--- src/rtl/tty_rx_pkg.sv ---
package tty_rx_pkg;
  typedef enum logic [1:0] {
    ST_HUNT   = 2'd0,
    ST_FRAME  = 2'd1,
    ST_LOCKED = 2'd2
  } rx_state_e;
endpackage

--- src/rtl/tty_rx_tick.sv ---
module tty_rx_tick #(
  parameter int DIV_W = 16
) (
  input  logic             clk_i,
  input  logic             rst_ni,
  input  logic [DIV_W-1:0] div_i,
  output logic             tick_o
);
  logic [DIV_W-1:0] cnt_q;

  always_ff @(posedge clk_i or negedge rst_ni) begin
    if (!rst_ni) begin
      cnt_q  <= '0;
      tick_o <= 1'b0;
    end else if (cnt_q >= div_i) begin
      cnt_q  <= '0;
      tick_o <= 1'b1;
    end else begin
      cnt_q  <= cnt_q + 1'b1;
      tick_o <= 1'b0;
    end
  end

  // sample period is div_i+1 clocks
  p_tick_gap_r1: assert property (@(posedge clk_i) disable iff (!rst_ni)
    (div_i != '0 && tick_o) |=> !tick_o);
endmodule

--- src/rtl/tty_rx_integ.sv ---
module tty_rx_integ #(
  parameter int CNT_W = 6,
  parameter int IDX_W = 4,
  parameter int MID   = 8,
  parameter int OSR   = 16
) (
  input  logic             clk_i,
  input  logic             rst_ni,
  input  logic             tick_i,
  input  logic             acc_en_i,
  input  logic             dump_i,
  input  logic             sample_i,
  input  logic [IDX_W-1:0] idx_i,
  output logic [CNT_W-1:0] marks_o,
  output logic [CNT_W-1:0] total_o,
  output logic             mid_o
);
  logic [CNT_W-1:0] marks_q, total_q;

  // running sums include the sample of this tick
  assign marks_o = marks_q + CNT_W'(sample_i);
  assign total_o = total_q + 1'b1;

  always_ff @(posedge clk_i or negedge rst_ni) begin
    if (!rst_ni) begin
      marks_q <= '0;
      total_q <= '0;
      mid_o   <= 1'b1;
    end else if (tick_i && acc_en_i) begin
      if (dump_i) begin
        marks_q <= '0;
        total_q <= '0;
      end else begin
        marks_q <= marks_o;
        total_q <= total_o;
      end
      if (idx_i == IDX_W'(MID)) mid_o <= sample_i;
    end
  end

  p_total_bound_r2: assert property (@(posedge clk_i) disable iff (!rst_ni)
    (tick_i && acc_en_i) |-> (total_o <= CNT_W'(2*OSR)));
endmodule

--- src/rtl/tty_rx_phase.sv ---
module tty_rx_phase #(
  parameter int OSR   = 16,
  parameter int IDX_W = 4,
  parameter int AVG_W = 8,
  parameter int SHIFT = 3
) (
  input  logic             clk_i,
  input  logic             rst_ni,
  input  logic             tick_i,
  input  logic             active_i,
  input  logic             edge_i,
  input  logic [IDX_W-1:0] idx_i,
  output logic             hold_o,
  output logic             skip_o
);
  localparam int LIM  = 1 << SHIFT;
  localparam int HALF = OSR / 2;

  logic signed [AVG_W-1:0] avg_q, err, avg_n;
  logic                    fire;

  always_comb begin
    err = $signed(AVG_W'(idx_i));
    if (idx_i >= IDX_W'(HALF)) err = err - $signed(AVG_W'(OSR));
    avg_n  = avg_q + err - (avg_q >>> SHIFT);
    fire   = tick_i && active_i && edge_i;
    hold_o = fire && (avg_n >= $signed(AVG_W'(LIM)));
    skip_o = fire && (avg_n <= -$signed(AVG_W'(LIM)));
  end

  always_ff @(posedge clk_i or negedge rst_ni) begin
    if (!rst_ni)        avg_q <= '0;
    else if (!active_i) avg_q <= '0;
    else if (fire) begin
      if (hold_o)      avg_q <= avg_n - $signed(AVG_W'(LIM));
      else if (skip_o) avg_q <= avg_n + $signed(AVG_W'(LIM));
      else             avg_q <= avg_n;
    end
  end

  p_avg_bound_r9: assert property (@(posedge clk_i) disable iff (!rst_ni)
    (avg_q <= $signed(AVG_W'(LIM*HALF))) && (avg_q >= -$signed(AVG_W'(LIM*HALF))));
endmodule

--- src/rtl/tty_integ_rx.sv ---
module tty_integ_rx
  import tty_rx_pkg::*;
#(
  parameter int OSR       = 16,
  parameter int DATA_BITS = 5,
  parameter int DIV_W     = 16,
  parameter int AVG_W     = 8,
  parameter int SHIFT     = 3
) (
  input  logic                 clk_i,
  input  logic                 rst_ni,
  input  logic                 line_i,
  input  logic [DIV_W-1:0]     div_i,
  input  logic                 track_en_i,
  input  logic                 mid_mode_i,
  output logic [DATA_BITS-1:0] char_o,
  output logic                 valid_o,
  output logic                 frame_err_o
);
  localparam int IDX_W    = $clog2(OSR);
  localparam int CNT_W    = IDX_W + 2;
  localparam int HALF     = OSR / 2;
  localparam int STOP_IDX = DATA_BITS + 1;
  localparam int BIT_W    = $clog2(STOP_IDX + 1);

  rx_state_e            state_q;
  logic                 sync1_q, sync2_q, prev_q;
  logic [IDX_W-1:0]     idx_q;
  logic [BIT_W-1:0]     bit_q;
  logic [DATA_BITS-1:0] data_q;
  logic                 tick, hold, skip, mid;
  logic [CNT_W-1:0]     marks, total;
  logic [CNT_W:0]       marks2;
  logic [1:0]           step;
  logic [IDX_W:0]       sum;
  logic                 in_hunt, track_act, acc_en, slot_end, decision;
  logic                 start_bad, quit_lock, dump, line_edge;

  tty_rx_tick #(.DIV_W(DIV_W)) u_tick (
    .clk_i(clk_i), .rst_ni(rst_ni), .div_i(div_i), .tick_o(tick)
  );

  tty_rx_integ #(.CNT_W(CNT_W), .IDX_W(IDX_W), .MID(HALF), .OSR(OSR)) u_integ (
    .clk_i(clk_i), .rst_ni(rst_ni), .tick_i(tick), .acc_en_i(acc_en),
    .dump_i(dump), .sample_i(sync2_q), .idx_i(idx_q),
    .marks_o(marks), .total_o(total), .mid_o(mid)
  );

  tty_rx_phase #(.OSR(OSR), .IDX_W(IDX_W), .AVG_W(AVG_W), .SHIFT(SHIFT)) u_phase (
    .clk_i(clk_i), .rst_ni(rst_ni), .tick_i(tick), .active_i(track_act),
    .edge_i(line_edge), .idx_i(idx_q), .hold_o(hold), .skip_o(skip)
  );

  always_comb begin
    in_hunt   = (state_q == ST_HUNT);
    line_edge = (sync2_q != prev_q);
    track_act = track_en_i && !in_hunt;
    acc_en    = !in_hunt || !sync2_q;
    step      = hold ? 2'd0 : (skip ? 2'd2 : 2'd1);
    sum       = {1'b0, idx_q} + {{(IDX_W-1){1'b0}}, step};
    slot_end  = !in_hunt && sum[IDX_W];
    marks2    = {marks, 1'b0};
    decision  = mid_mode_i ? mid : (marks2 > {1'b0, total});
    // false-start filter: space must win the first half of the start bit
    start_bad = tick && (state_q == ST_FRAME) && (bit_q == '0) &&
                (idx_q == IDX_W'(HALF-1)) && (marks2 >= (CNT_W+1)'(HALF));
    quit_lock = tick && (state_q == ST_LOCKED) && !track_en_i;
    dump      = tick && (slot_end || start_bad || quit_lock);
  end

  always_ff @(posedge clk_i or negedge rst_ni) begin
    if (!rst_ni) begin
      state_q     <= ST_HUNT;
      sync1_q     <= 1'b1;
      sync2_q     <= 1'b1;
      prev_q      <= 1'b1;
      idx_q       <= '0;
      bit_q       <= '0;
      data_q      <= '0;
      char_o      <= '0;
      valid_o     <= 1'b0;
      frame_err_o <= 1'b0;
    end else begin
      sync1_q <= line_i;
      sync2_q <= sync1_q;
      valid_o <= 1'b0;
      if (tick) begin
        prev_q <= sync2_q;
        unique case (state_q)
          ST_HUNT: if (!sync2_q) begin
            state_q <= ST_FRAME;
            bit_q   <= '0;
            idx_q   <= IDX_W'(1);
          end
          ST_FRAME: if (start_bad) begin
            state_q <= ST_HUNT;
            idx_q   <= '0;
          end else begin
            idx_q <= sum[IDX_W-1:0];
            if (slot_end) begin
              if (bit_q == BIT_W'(STOP_IDX)) begin
                valid_o     <= 1'b1;
                char_o      <= data_q;
                frame_err_o <= !decision;
                bit_q       <= '0;
                state_q     <= track_en_i ? ST_LOCKED : ST_HUNT;
              end else begin
                if (bit_q != '0) data_q <= {decision, data_q[DATA_BITS-1:1]};
                bit_q <= bit_q + 1'b1;
              end
            end
          end
          ST_LOCKED: if (!track_en_i) begin
            state_q <= ST_HUNT;
            idx_q   <= '0;
          end else begin
            idx_q <= sum[IDX_W-1:0];
            if (slot_end && !decision) begin
              state_q <= ST_FRAME;
              bit_q   <= BIT_W'(1);
            end
          end
          default: state_q <= ST_HUNT;
        endcase
      end
    end
  end

  p_valid_pulse_r7: assert property (@(posedge clk_i) disable iff (!rst_ni)
    valid_o |=> !valid_o);
  p_char_hold_r7: assert property (@(posedge clk_i) disable iff (!rst_ni)
    !valid_o |-> $stable(char_o));
  p_ferr_hold_r6: assert property (@(posedge clk_i) disable iff (!rst_ni)
    !valid_o |-> $stable(frame_err_o));
  p_valid_on_tick_r1: assert property (@(posedge clk_i) disable iff (!rst_ni)
    valid_o |-> $past(tick));
  p_no_adj_edge_mode_r9: assert property (@(posedge clk_i) disable iff (!rst_ni)
    !track_en_i |-> !(hold || skip));
endmodule

--- config.mk ---
export PLATFORM = sky130hd
export DESIGN_NAME = tty_integ_rx
export DESIGN_NICKNAME = d
export VERILOG_FILES = /design/src/rtl/tty_rx_pkg.sv /design/src/rtl/tty_rx_tick.sv /design/src/rtl/tty_rx_integ.sv /design/src/rtl/tty_rx_phase.sv /design/src/rtl/tty_integ_rx.sv
export SDC_FILE = /design/constraint.sdc
export NUM_CORES = 1
export LEC_CHECK = 0
export BUFFER_PORTS_ARGS = -buffer_cell sky130_fd_sc_hd__buf_2
export CAP_MARGIN = 10
export CORE_MARGIN = 1.5
export CORE_UTILIZATION = 40
export DETAILED_ROUTE_END_ITERATION = 10
export GPL_TIMING_DRIVEN = 0
export PLACE_DENSITY_LB_ADDON = 0.05
export SYNTH_ARGS = -nofsm -noshare
export SYNTH_HDL_FRONTEND = slang
export SYNTH_SLANG_ARGS = --single-unit
--- constraint.sdc ---
create_clock -name clk_i -period 10 [get_ports clk_i]
set_input_delay 0.5 -clock clk_i [delete_from_list [all_inputs] [get_ports clk_i]]
set_output_delay 0.5 -clock clk_i [all_outputs]
set_load 0.005 [all_outputs]
# Word-level counts from Yosys, hierarchy flattened
# Cells that the tools add are included.
[totals]
regBits = 62
in_bits = 21
output_inout_bits = 7
elab_cells = 117
[op_classes]
addsub = 10
magnitude_cmp = 6
eq_ne = 15
n_mux = 36
bitwise = 2
reduce_logical = 32
[op_table]
columns = ["cell", "n"]
rows = [
  ["2-to-1 mux 8 bit", 5],
  ["2-to-1 mux 2 bit", 9],
  ["2-to-1 mux 3 bit", 6],
  ["adder 16 x 1 -> 16 bit, second input constant", 1],
  [">= comparator 16 bit", 1],
  ["2-to-1 mux 16 bit", 1],
  ["logical AND 1 bit", 15],
  ["2-to-1 mux 4 bit", 3],
  ["2-to-1 mux 6 bit", 2],
  ["case mux 4 bit (3 select lines)", 1],
  ["inequality test 2 bit, second input constant", 5],
  ["AND reduction 5 bit", 2],
  ["case mux 3 bit (3 select lines)", 1],
  ["adder 8 x 5 -> 8 bit, second input constant", 1],
  ["adder 8 bit", 1],
  [">= comparator 8 x 5 -> 1 bit, second input constant", 1],
  ["less-or-equal comparator 8 x 4 -> 1 bit, second input constant", 1],
  ["subtractor 8 x 5 -> 8 bit", 1],
  ["subtractor 8 x 5 -> 8 bit, second input constant", 1],
  [">= comparator 7 x 4 -> 1 bit, second input constant", 1],
  ["> comparator 7 x 6 -> 1 bit", 1],
  ["2-to-1 mux 1 bit", 7],
  ["AND reduction 7 bit", 1],
  ["adder 6 x 1 -> 6 bit", 1],
  ["24 further kinds", 32],
]

# Longest topological paths before layout
[depth]
ltp_word = 14
ltp_mapped = 24
mapped_depth_nobuf = 23

# By module
# From an unflattened synthesis, not the netlist that was laid out.
[unflattened]
cells_unflattened = 493
hier_area_um2 = 4717.0
[by_module_without_submodules]
columns = ["mod", "instances", "cells_per_inst", "area_each_um2", "seq_area_each_um2"]
rows = [
  ["tty_integ_rx", 1, 139, 1447.6, 604.3],
  ["tty_rx_tick", 1, 131, 1288.7, 425.4],
  ["tty_rx_phase", 1, 147, 1229.9, 200.2],
  ["tty_rx_integ", 1, 76, 750.7, 326.6],
]

# Least setup slack after synthesis
# OpenSTA, ideal clock, no wires.
[synth_path]
path_type = "register to register"
startpoint = "reg idx_q[1]"
endpoint = "reg frame_err_o"
arrival_time_ns = 4.736
required_time_ns = 9.875
slack_ns = 5.139
path_stages_with_launch = 21
path_buffers = 1
synth_period_minus_slack_ns = 4.861
cell_sequence = "dfrtp_1 inv_1 fa_1 inv_1 ha_1 a211oi_1 nor2_1 xor2_1 ha_1 a22o_1 nor4_1 nor2_1 a21oi_1 ha_1 fa_1 inv_1 nor4_1 nand2_1 or4_1 clkbuf_1 mux2_2"
[synth_between]
elab_chain_len = 11
[synth_rtl]
columns = ["item", "line_no", "source"]
rows = [
  ["start, declared", "tty_integ_rx.sv:28", "logic [IDX_W-1:0] idx_q;"],
  ["start signal, assigned", "tty_integ_rx.sv:99", "idx_q <= sum[IDX_W-1:0];"],
  ["start signal, assigned", "tty_integ_rx.sv:117", "idx_q <= sum[IDX_W-1:0];"],
  ["subtractor 4 x 5 -> 6 bit or >= comparator 4 bit (tied branches)", "tty_rx_phase.sv:24", "if (idx_i >= IDX_W'(HALF)) err = err - $signed(AVG_W'(OSR));"],
  ["2-to-1 mux 8 bit", "tty_rx_phase.sv:24", ""],
  ["adder 8 bit", "tty_rx_phase.sv:25", "avg_n = avg_q + err - (avg_q >>> SHIFT);"],
  ["subtractor 8 x 5 -> 8 bit", "tty_rx_phase.sv:25", ""],
  ["less-or-equal comparator 8 x 4 -> 1 bit", "tty_rx_phase.sv:28", "skip_o = fire && (avg_n <= -$signed(AVG_W'(LIM)));"],
  ["logical AND 1 bit", "tty_rx_phase.sv:28", ""],
  ["2-to-1 mux 2 bit (2 in a row)", "tty_integ_rx.sv:59", "step = hold ? 2'd0 : (skip ? 2'd2 : 2'd1);"],
  ["adder 4 x 2 -> 5 bit", "tty_integ_rx.sv:60", "sum = {1'b0, idx_q} + {{(IDX_W-1){1'b0}}, step};"],
  ["logical AND 1 bit", "tty_integ_rx.sv:61", "slot_end = !in_hunt && sum[IDX_W];"],
  ["AND reduction 5 bit (no source line) (*)", "--", ""],
  ["end signal, assigned", "tty_integ_rx.sv:104", "frame_err_o <= !decision;"],
  ["end, declared", "tty_integ_rx.sv:18", "output logic frame_err_o"],
]
# Every way passes the cells marked *; elsewhere a longest branch is shown, timed or not.
# A chain may end at the register's enable or synchronous reset.

# Worst setup path after layout
# Ends and elaborated chain as after synthesis.

==> results.yml <==
status:
  outcome: "finished clean"
timing:
  fmax_ghz: 0.1769
  hold_viol: 0
  rsz0062_at_grt: "no"
  whs_ns: 0.2342
  tightestPinTransition_ns: 1.173
  setup_viol: 0
  tns_ns: 0
  relSlewSlack_pct: 21.35
  drv_slew: 0
  fin_skew_ns: 0.006449
  timing.final.crit_share_pct: 56.53
  period_needed_ns: 5.653
yosys:
  seq_area_frac_synth_pct: 36.11
  async_flop_share_pct: 100.0
  yosys_warnings: 0
  synth_cells: 464
  syn_area_per_cell_um2: 9.290
  synthTopCellsByArea: "dfrtp_1 (34%), ha_1 (12%), nand2_1 (4.8%)"
  yosysTopAreaCellShare_pct: 33.67
  synth_nets: 536
  yosys_register_bits: 62
  ys.flop_type: "dfrtp_1"
  ys_types: 54
  synth.largest_area_cell: "dfrtp_1"
  synth_edf_count: 0
  syn_area_mm2: 0.004310
die:
  core.rowCount: 37
  die_y_um: 106.8
  io_pins: 28
  die_x_um: 106.8
  core-area_mm2: 0.01037
  die-area_mm2: 0.01141
  start_util_pct: 41.57
detailed_routing:
  firstDrtPassIters: 4
  vias: 3333
  ant_nets: 0
  remaining_drc_errors: 0
  drt_iter0_drc: 185
  wl_mm: 8.889
  post_drt_wl_per_cell_um: 13.82
  viasPerCell: 5.184
worst_setup_path:
  crit_fanout: 8
  startpoint_type: "flop"
  cp_data_required_time_ns: 10.23
  cp-end-kind: "flop"
  cp.arrival_ns: 5.88
  path_class: "flop to flop"
layout:
  finalCoreUtilization_pct: 46.94
  antenna_cells: 0
  multi_input_area_mm2: 0.002540
  syn_to_final_growth_pct: 12.92
  seqCellArea_mm2: 0.001556
  nNetsFinal: 574
  final_common_cell: "dfrtp_1"
  drive_above_1_share_pct: 12.62
  nFillCells: 1020
  layout_common_cells: "dfrtp_1 (58), nand2_1 (55), inv_1 (48)"
grt:
  use_met1_pct: 23.22
  antenna_found_initial: 0
  grt_use_met3_pct: 4.742
  grt_max_degree: 63
  grt_overflow_total: 0
  grt_pass1_wl_mm: 15.75
  met2_usage_pct: 27.79
  grtUsageTotal_pct: 17.42
  top_usage_layer: "met2"
  grt_pass1_vias: 3369
placed_design:
  globalplace.congestion: 0.8285
  portBuffers: 27
  dpl.hpwl_mm: 6.572
run:
  maxCapViolations: 0
pwr:
  p_per_area_mw_per_mm2: 139.0
  p_leak_nw: 2.420
  total_power_mw: 0.6765
  peakVddDrop_mv: 0.08172
clocking:
  clk_path_buf_depth: 2
  clkSinkCount: 62
  cts_inserted_buffers: 9
  post_cts_buffers: 0
  post_cts_resized: 0
  htree_num_levels: 3
  cts_tree: "built"
  clk_pin_slew_ns: 0.07
  cts_root_buf: "clkbuf_8"
  ctsHoldBuffers: 0
  clock_latency_ns: 0.34
worst_hold_path:
  hp-class: "input pin to asynchronous set/reset pin"
layer usage:
metal / routed length [µm] / vias up
li1: - / 1699
met1: 4438 / 1587
met2: 4073 / 41
met3: 282 / 6
met4: 94 / 0
met5: 0 / -
stage by stage:
step	instances	worst slack [ns]	area, µm²
global route	643	3.811	4867
global placement	627	4.370	4616
floorplan	464	5.139	4310
CTS	643	4.352	4867
finish	643	4.347	4867
detailed placement	627	4.382	4618
synth_stat cells, types with 6 or more instances:
cell,instances
o21ai_0,27
xnor2_1,14
dfrtp_1,58
nor2_1,36
a21oi_1,10
fa_1,8
inv_1,48
a211oi_1,6
a21o_1,10
nand3_1,23
xor2_1,18
nand2_1,55
ha_1,43
mux2_2,6
and3_1,7
clkbuf_1,8
report_power, final:
group          switching, mW  internal, mW  total, mW  leakage, nW
registers             0.0226         0.268      0.291        0.802
logic                 0.0573        0.0490      0.106         1.49
clock network         0.0998         0.180      0.279        0.124
critical path, stage by stage, from the launching register on:
cell and delay [ns]:
dfrtp_1 0.44, inv_1 0.11, fa_1 0.61, inv_1 0.06, ha_1 0.28, a211oi_1 0.47, nor2_1 0.12, xor2_1 0.25
ha_1 0.27, a22o_1 0.22, nor4_1 0.24, nor2_1 0.18, a21oi_1 0.19, ha_1 0.20, fa_1 0.20, inv_1 0.07
nor4_1 0.53, nand2_1 0.10, or4_1 0.47, clkbuf_1 0.20, mux2_2 0.30
cell families (layout without fill, tap and decap cells):
group	count (synthesis)	in the layout	share of synthesized area, %
multiplexers	8	8	2.090
XOR/XNOR	32	32	6.502
flip-flops	62	62	36.11
buffers and inverters	57	100	4.964
AND/OR/NAND/NOR	159	159	17.62
adder cells (fa/ha/maj)	51	51	16.20
AO/OA/AOI/OAI	95	95	16.52
state kept, by name, indices dropped and copies added, names as in the netlist:
name             cells
sync1_q              1
u_tick.cnt_q        16
u_phase.avg_q        8
u_integ.total_q      6
bit_q                3
state_q              2
prev_q               1
u_integ.marks_q      6
valid_o              1
sync2_q              1
u_integ.mid_o        1
idx_q                4
char_o               5
u_tick.tick_o        1
data_q               5
frame_err_o          1
path summary, 6_finish.rpt:
kind | startpoint | endpoint | slack (ns) | cells past startpoint
worst max register to register | idx_q[1] | frame_err_o | 4.35 | 20
max in group asynchronous | rst_ni | u_phase.avg_q[4] | 9.23 | 1
worst min register to register | sync1_q | sync2_q | 0.36 | 0
worst min-delay path | rst_ni | char_o[2] | 0.23 | 1
worst max-delay path | idx_q[1] | frame_err_o | 4.35 | 20
min in group clk_i | line_i | sync1_q | 0.26 | 1
cell type report:
type                    count  share of cell area [%]
flip-flops and latches     62                   31.98
well taps                 136                   3.496
repair buffers             27                   2.828
plain buffers               8                  0.6170
inverters                  49                   3.779
multi-input cells         345                   52.19
clock inverters             3                   1.851
clock buffers              13                   3.265
No activity file was read; power rests on OpenSTA's default activity.
